**src/rtl/dsl_pkg.sv**
```systemverilog
// Package: shared cause encoding and privilege width for the data segment
// load checker. Assumes 2-bit privilege levels, 0 most privileged.
package dsl_pkg;
    localparam int PL_W = 2;

    typedef enum logic [1:0] {
        CAUSE_NONE         = 2'd0,
        CAUSE_PROT         = 2'd1,
        CAUSE_STACK_ABSENT = 2'd2,
        CAUSE_ABSENT       = 2'd3
    } cause_e;
endpackage

```
**src/rtl/dsl_stack_rules.sv**
```systemverilog
// Module: stack register rules. Combinational.
// Needs a present, writable data segment with descriptor and requested
// privilege both equal to the current level. Type and privilege are
// judged before presence.
module dsl_stack_rules
    import dsl_pkg::*;
(
    input  logic            is_null,
    input  logic            is_system,
    input  logic            is_code,
    input  logic            rw,
    input  logic            present,
    input  logic [PL_W-1:0] dpl,
    input  logic [PL_W-1:0] rpl,
    input  logic [PL_W-1:0] cpl,
    output cause_e          cause
);
    logic type_ok;
    logic priv_ok;

    // Type test: only a writable data segment may back the stack.
    always_comb type_ok = !is_null && !is_system && !is_code && rw;

    // Privilege test: exact match on both levels.
    always_comb priv_ok = (dpl == cpl) && (rpl == cpl);

    // Verdict in priority order.
    always_comb begin
        if (!type_ok || !priv_ok)
            cause = CAUSE_PROT;
        else if (!present)
            cause = CAUSE_STACK_ABSENT;
        else
            cause = CAUSE_NONE;
    end
endmodule

```
**src/rtl/dsl_data_rules.sv**
```systemverilog
// Module: rules for non-stack data registers. Combinational.
// A null selector is always accepted. System descriptors and
// execute-only code are refused. Data and non-conforming code need
// max(cpl, rpl) <= dpl. Presence is judged last.
module dsl_data_rules
    import dsl_pkg::*;
(
    input  logic            is_null,
    input  logic            is_system,
    input  logic            is_code,
    input  logic            rw,
    input  logic            conforming,
    input  logic            present,
    input  logic [PL_W-1:0] dpl,
    input  logic [PL_W-1:0] rpl,
    input  logic [PL_W-1:0] cpl,
    output cause_e          cause
);
    logic [PL_W-1:0] eff_pl;
    logic            type_ok;
    logic            priv_exempt;
    logic            priv_ok;

    // Effective privilege is the weaker (numerically larger) of the two.
    always_comb eff_pl = (cpl > rpl) ? cpl : rpl;

    // Type test: no system descriptor and no execute-only code.
    always_comb type_ok = !is_system && !(is_code && !rw);

    // Conforming readable code skips the privilege comparison.
    always_comb priv_exempt = is_code && conforming;

    // Privilege test against the descriptor level.
    always_comb priv_ok = priv_exempt || (eff_pl <= dpl);

    // Verdict in priority order.
    always_comb begin
        if (is_null)
            cause = CAUSE_NONE;
        else if (!type_ok || !priv_ok)
            cause = CAUSE_PROT;
        else if (!present)
            cause = CAUSE_ABSENT;
        else
            cause = CAUSE_NONE;
    end
endmodule

```
**src/rtl/dsl_result_reg.sv**
```systemverilog
// Module: result register. Captures a cause when take is high and shows
// it for one cycle with done. Outputs are all zero when done is low.
module dsl_result_reg
    import dsl_pkg::*;
#(
    parameter int VEC_W     = 8,
    parameter int VEC_PROT  = 13,
    parameter int VEC_STACK = 12,
    parameter int VEC_ABS   = 11
) (
    input  logic             clk,
    input  logic             rst_n,
    input  logic             take,
    input  cause_e           cause,
    output logic             done,
    output logic             accept,
    output logic             fault,
    output logic [VEC_W-1:0] vector
);
    logic [VEC_W-1:0] vec_next;

    // Map the cause to its exception number.
    always_comb begin
        unique case (cause)
            CAUSE_PROT:         vec_next = VEC_W'(VEC_PROT);
            CAUSE_STACK_ABSENT: vec_next = VEC_W'(VEC_STACK);
            CAUSE_ABSENT:       vec_next = VEC_W'(VEC_ABS);
            default:            vec_next = '0;
        endcase
    end

    // Register the verdict for a single cycle.
    always_ff @(posedge clk) begin
        if (!rst_n || !take) begin
            done   <= 1'b0;
            accept <= 1'b0;
            fault  <= 1'b0;
            vector <= '0;
        end else begin
            done   <= 1'b1;
            accept <= (cause == CAUSE_NONE);
            fault  <= (cause != CAUSE_NONE);
            vector <= vec_next;
        end
    end
endmodule

```
**src/rtl/dseg_load_guard.sv**
```systemverilog
// Module: top of the data segment load checker.
// Runs the stack and non-stack rule sets in parallel and keeps the one
// that matches the target register. The result appears one cycle after
// the strobe. A strobe arriving while a result is shown is dropped.
module dseg_load_guard
    import dsl_pkg::*;
#(
    parameter int VEC_W     = 8,
    parameter int VEC_PROT  = 13,
    parameter int VEC_STACK = 12,
    parameter int VEC_ABS   = 11
) (
    input  logic             clk,
    input  logic             rst_n,
    input  logic             req_valid,
    input  logic             tgt_stack,
    input  logic [PL_W-1:0]  sel_rpl,
    input  logic [PL_W-1:0]  cur_cpl,
    input  logic             d_null,
    input  logic             d_system,
    input  logic             d_code,
    input  logic             d_rw,
    input  logic             d_conforming,
    input  logic             d_present,
    input  logic [PL_W-1:0]  d_dpl,
    output logic             done,
    output logic             accept,
    output logic             fault,
    output logic [VEC_W-1:0] vector
);
    cause_e stack_cause;
    cause_e data_cause;
    cause_e sel_cause;
    logic   take;

    dsl_stack_rules u_stack (
        .is_null   (d_null),
        .is_system (d_system),
        .is_code   (d_code),
        .rw        (d_rw),
        .present   (d_present),
        .dpl       (d_dpl),
        .rpl       (sel_rpl),
        .cpl       (cur_cpl),
        .cause     (stack_cause)
    );

    dsl_data_rules u_data (
        .is_null    (d_null),
        .is_system  (d_system),
        .is_code    (d_code),
        .rw         (d_rw),
        .conforming (d_conforming),
        .present    (d_present),
        .dpl        (d_dpl),
        .rpl        (sel_rpl),
        .cpl        (cur_cpl),
        .cause      (data_cause)
    );

    // Pick the rule set for the target register.
    always_comb sel_cause = tgt_stack ? stack_cause : data_cause;

    // Accept a strobe only when no result is being shown.
    always_comb take = req_valid && !done;

    dsl_result_reg #(
        .VEC_W     (VEC_W),
        .VEC_PROT  (VEC_PROT),
        .VEC_STACK (VEC_STACK),
        .VEC_ABS   (VEC_ABS)
    ) u_res (
        .clk    (clk),
        .rst_n  (rst_n),
        .take   (take),
        .cause  (sel_cause),
        .done   (done),
        .accept (accept),
        .fault  (fault),
        .vector (vector)
    );
endmodule

```
**config.mk**
```make
export PLATFORM = sky130hd
export DESIGN_NAME = dseg_load_guard
export DESIGN_NICKNAME = d
export VERILOG_FILES = /design/src/rtl/dsl_pkg.sv /design/src/rtl/dsl_stack_rules.sv /design/src/rtl/dsl_data_rules.sv /design/src/rtl/dsl_result_reg.sv /design/src/rtl/dseg_load_guard.sv
export SDC_FILE = /design/constraint.sdc
export NUM_CORES = 1
export LEC_CHECK = 0
export BUFFER_PORTS_ARGS = -buffer_cell sky130_fd_sc_hd__buf_2
export CAP_MARGIN = 20
export CORE_AREA = 5 5 42 44
export CTS_CLUSTER_SIZE = 30
export DETAILED_ROUTE_END_ITERATION = 12
export DIE_AREA = 0 0 47 49
export PLACE_DENSITY = 0.74
export SYNTH_ARGS = -nofsm -noshare
export SYNTH_HDL_FRONTEND = slang
export SYNTH_SLANG_ARGS = --single-unit
```
**constraint.sdc**
```tcl
create_clock -name clk -period 3.72 [get_ports clk]
set_input_delay 0.744 -clock clk [delete_from_list [all_inputs] [get_ports clk]]
set_output_delay 0.744 -clock clk [all_outputs]
set_load 0.005 [all_outputs]
```
==> reports/qor.csv <==
metric,value,unit
detail_route.first_pass.iterations,3,
floorplan.die_area,2303,µm²
report.final.hold_viol_count,0,
h-tree-depth,1,
grt_antenna_before_repair,0,
drt_drc_violations_left,0,
placed_cells,89,
setup_violations,0,
ys_dominant_reg_cell,sky130_fd_sc_hd__dfxtp_1,
layout.cells.most_common,sky130_fd_sc_hd__buf_2,
clock_latency,0.24,ns
rsz0062_at_grt,false,
rows,14,
drive_above_1_share,35.53,%
cts-resized-gates,0,
cts_tree,done,
core-area,1401,µm²
timing.setup.tns,0,ns
clkTransAtPathRegs,0.04,ns
route.final.wire_length,898,µm
power_density,291.8,nW/µm²
grt_first_pass_wirelength,1366,µm
initial_utilization,31.70,%
hpwl,810.9,µm
clock_tree.buffer_depth,2,
grt.total_usage,8.592,%
syn_avg_cell_area,8.381,µm²
first_global_vias,378,
peak_supply_drop,0.08504,mV
timing.hold.worst.class,flip-flop to flip-flop,
layout_min_cycle_time,2.923,ns
count_of_pins_on_the_block_boundary,27,
post_synth_main_area_contributors,"sky130_fd_sc_hd__dfxtp_1 27%, sky130_fd_sc_hd__ha_1 17%, sky130_fd_sc_hd__buf_4 8.5%, sky130_fd_sc_hd__inv_1 6.8%, sky130_fd_sc_hd__mux2i_1 4.5%",
ys_seq_elements,6,
clock_sink_count,6,
post_cts_hold_buffer_count,0,
fraction_of_the_yosys_area_taken_by_sequential_cells,27.04,%
startpoint_type_of_the_worst_setup_path,input pin,
route.detailed.vias_per_inst,4.641,
post_cts_setup_buffer_count,0,
max_freq,342.1,MHz
clockRootBuffer,sky130_fd_sc_hd__clkbuf_4,
crit_arrival,3.05,ns
insertedDiodeCount,0,
timing.setup.critical_path_class,input pin to flip-flop,
p_leak,0.3270,nW
numCtsBuffers,3,
routed-via-count,427,
slew_viol_final,0,
antenna_violating_nets_post_route,0,
async_reset_ff_share,0,%
yosysTopAreaCell,sky130_fd_sc_hd__dfxtp_1,
pin_count_of_the_biggest_net_entering_global_routing,7,
worst_setup_path_end_kind,flip-flop,
buffer_ports.inserted,22,
post_synth_edffs,0,
clock_skew,0.001646,ns
netlist_instances,53,
layout.cells.most_common_list,"22 x sky130_fd_sc_hd__buf_2, 8 x sky130_fd_sc_hd__inv_1, 6 x sky130_fd_sc_hd__ha_1, 6 x sky130_fd_sc_hd__dfxtp_1, 4 x sky130_fd_sc_hd__conb_1",
mappedNetlistArea,444.2,µm²
number_of_nets_in_the_layout,100,
gp_congestion,0.6663,
area_growth_syn_to_layout,28.45,%
finalNonFillerCells,92,
outcome,finished clean,
finalCritPeriodShare,78.58,%
worstPathMaxFanout,3,
chipHeight,49,µm
synth.top_cell.area_share,27.04,%
timing.max_cap.violations,0,
detail_route.iter0.violations,3,
floorplan.die.width,47,µm
fillCellCount,166,
worstPathRequired,3.85,ns
globalRouteOverflowTotal,0,
synth_cell_type_count,26,
wl_per_cell,9.761,µm
synth.yosys.warnings,0,
[state kept, by name, indices dropped and copies added (netlist names)]
signal and count:
u_res.vector 4, u_res.accept 1, u_res.done 1
[cell families (layout without fill, tap and decap cells)]
group	count (synthesis)	count (layout)	synth area share (%)
other	1	4	0.8443
and+or+nand+nor	14	14	17.47
xor gates and xnor gates	2	2	3.944
adders and majority gates	6	6	16.90
muxes	2	2	4.507
AOI/OAI and AO/OA	9	9	14.09
DFF	6	6	27.04
buffers and inverters	13	33	15.21
[critical path: stages]
cell	delay (ns)
sky130_fd_sc_hd__buf_2	0.11
sky130_fd_sc_hd__inv_1	0.04
sky130_fd_sc_hd__ha_1	0.27
sky130_fd_sc_hd__or2b_1	0.24
sky130_fd_sc_hd__o21ai_0	0.10
sky130_fd_sc_hd__mux2i_1	0.22
sky130_fd_sc_hd__ha_1	0.16
sky130_fd_sc_hd__nor2b_1	0.04
sky130_fd_sc_hd__o21ai_0	0.24
sky130_fd_sc_hd__a31oi_1	0.12
sky130_fd_sc_hd__or3_1	0.36
sky130_fd_sc_hd__ha_1	0.27
sky130_fd_sc_hd__and2_1	0.13
[power breakdown]
| group | switching [mW] | internal [mW] | total, mW |
|---|---|---|---|
| Sequential | 0.000767 | 0.0675 | 0.0683 |
| Clock | 0.0211 | 0.0363 | 0.0574 |
| Combinational | 0.0206 | 0.0201 | 0.0408 |
| Total | 0.0425 | 0.124 | 0.166 |
[path summary, 6_finish.rpt]
| kind | startpoint | cells after the start | slack, ns | to |
|---|---|---|---|---|
| max | cur_cpl[1] | 13 | 0.80 | u_res.vector[2] |
| min | u_res.done | 2 | 0.55 | u_res.vector[3] |
| max reg2reg | u_res.done | 3 | 2.70 | u_res.vector[1] |
| min reg2reg | u_res.done | 2 | 0.55 | u_res.vector[3] |
[routing by layer]
layer  GRT usage (%)  wire [µm]
met1           7.912        332
met5               0          0
met2           13.57        433
met3           1.845        108
met4           9.677         23
[metrics by stage]
step / area [µm²] / setup slack (ns) / power [mW] / hold slack, ns / utilization, %
final: 570.5 / 0.7967 / 0.1665 / 0.5494 / 40.71
after global routing: 570.5 / 0.5946 / 0.1778 / 0.5838 / 40.71
after CTS: 570.5 / 0.7762 / 0.1712 / 0.5587 / 40.71
after detailed placement: 548.0 / 0.5175 / 0.1111 / 0.5559 / 39.11
after global placement: 548.0 / 0.5745 / 0.1094 / 0.5522 / 39.11
after floorplan: 455.4 / 0.7898 / 0.09626 / 0.5436 / -
[synthesized netlist by cell type (all sizes together), types with 2 or more instances]
cell type,number
o21ai,2
nor2,3
dfxtp,6
buf,5
ha,6
inv,8
a21oi,2
xor2,2
mux2i,2
[final cells by class]
cell class                      instances  area [µm²]  share of cell area (%)
Tap cell                               16       20.02                   3.509
Inverter                                8       30.03                   5.263
Multi-Input combinational cell         37       267.8                   46.93
Clock buffer                            3       22.52                   3.947
Timing Repair Buffer                   22       110.1                   19.30
Sequential cell                         6       120.1                   21.05
Note: power is estimated with default switching activity, not from simulation.
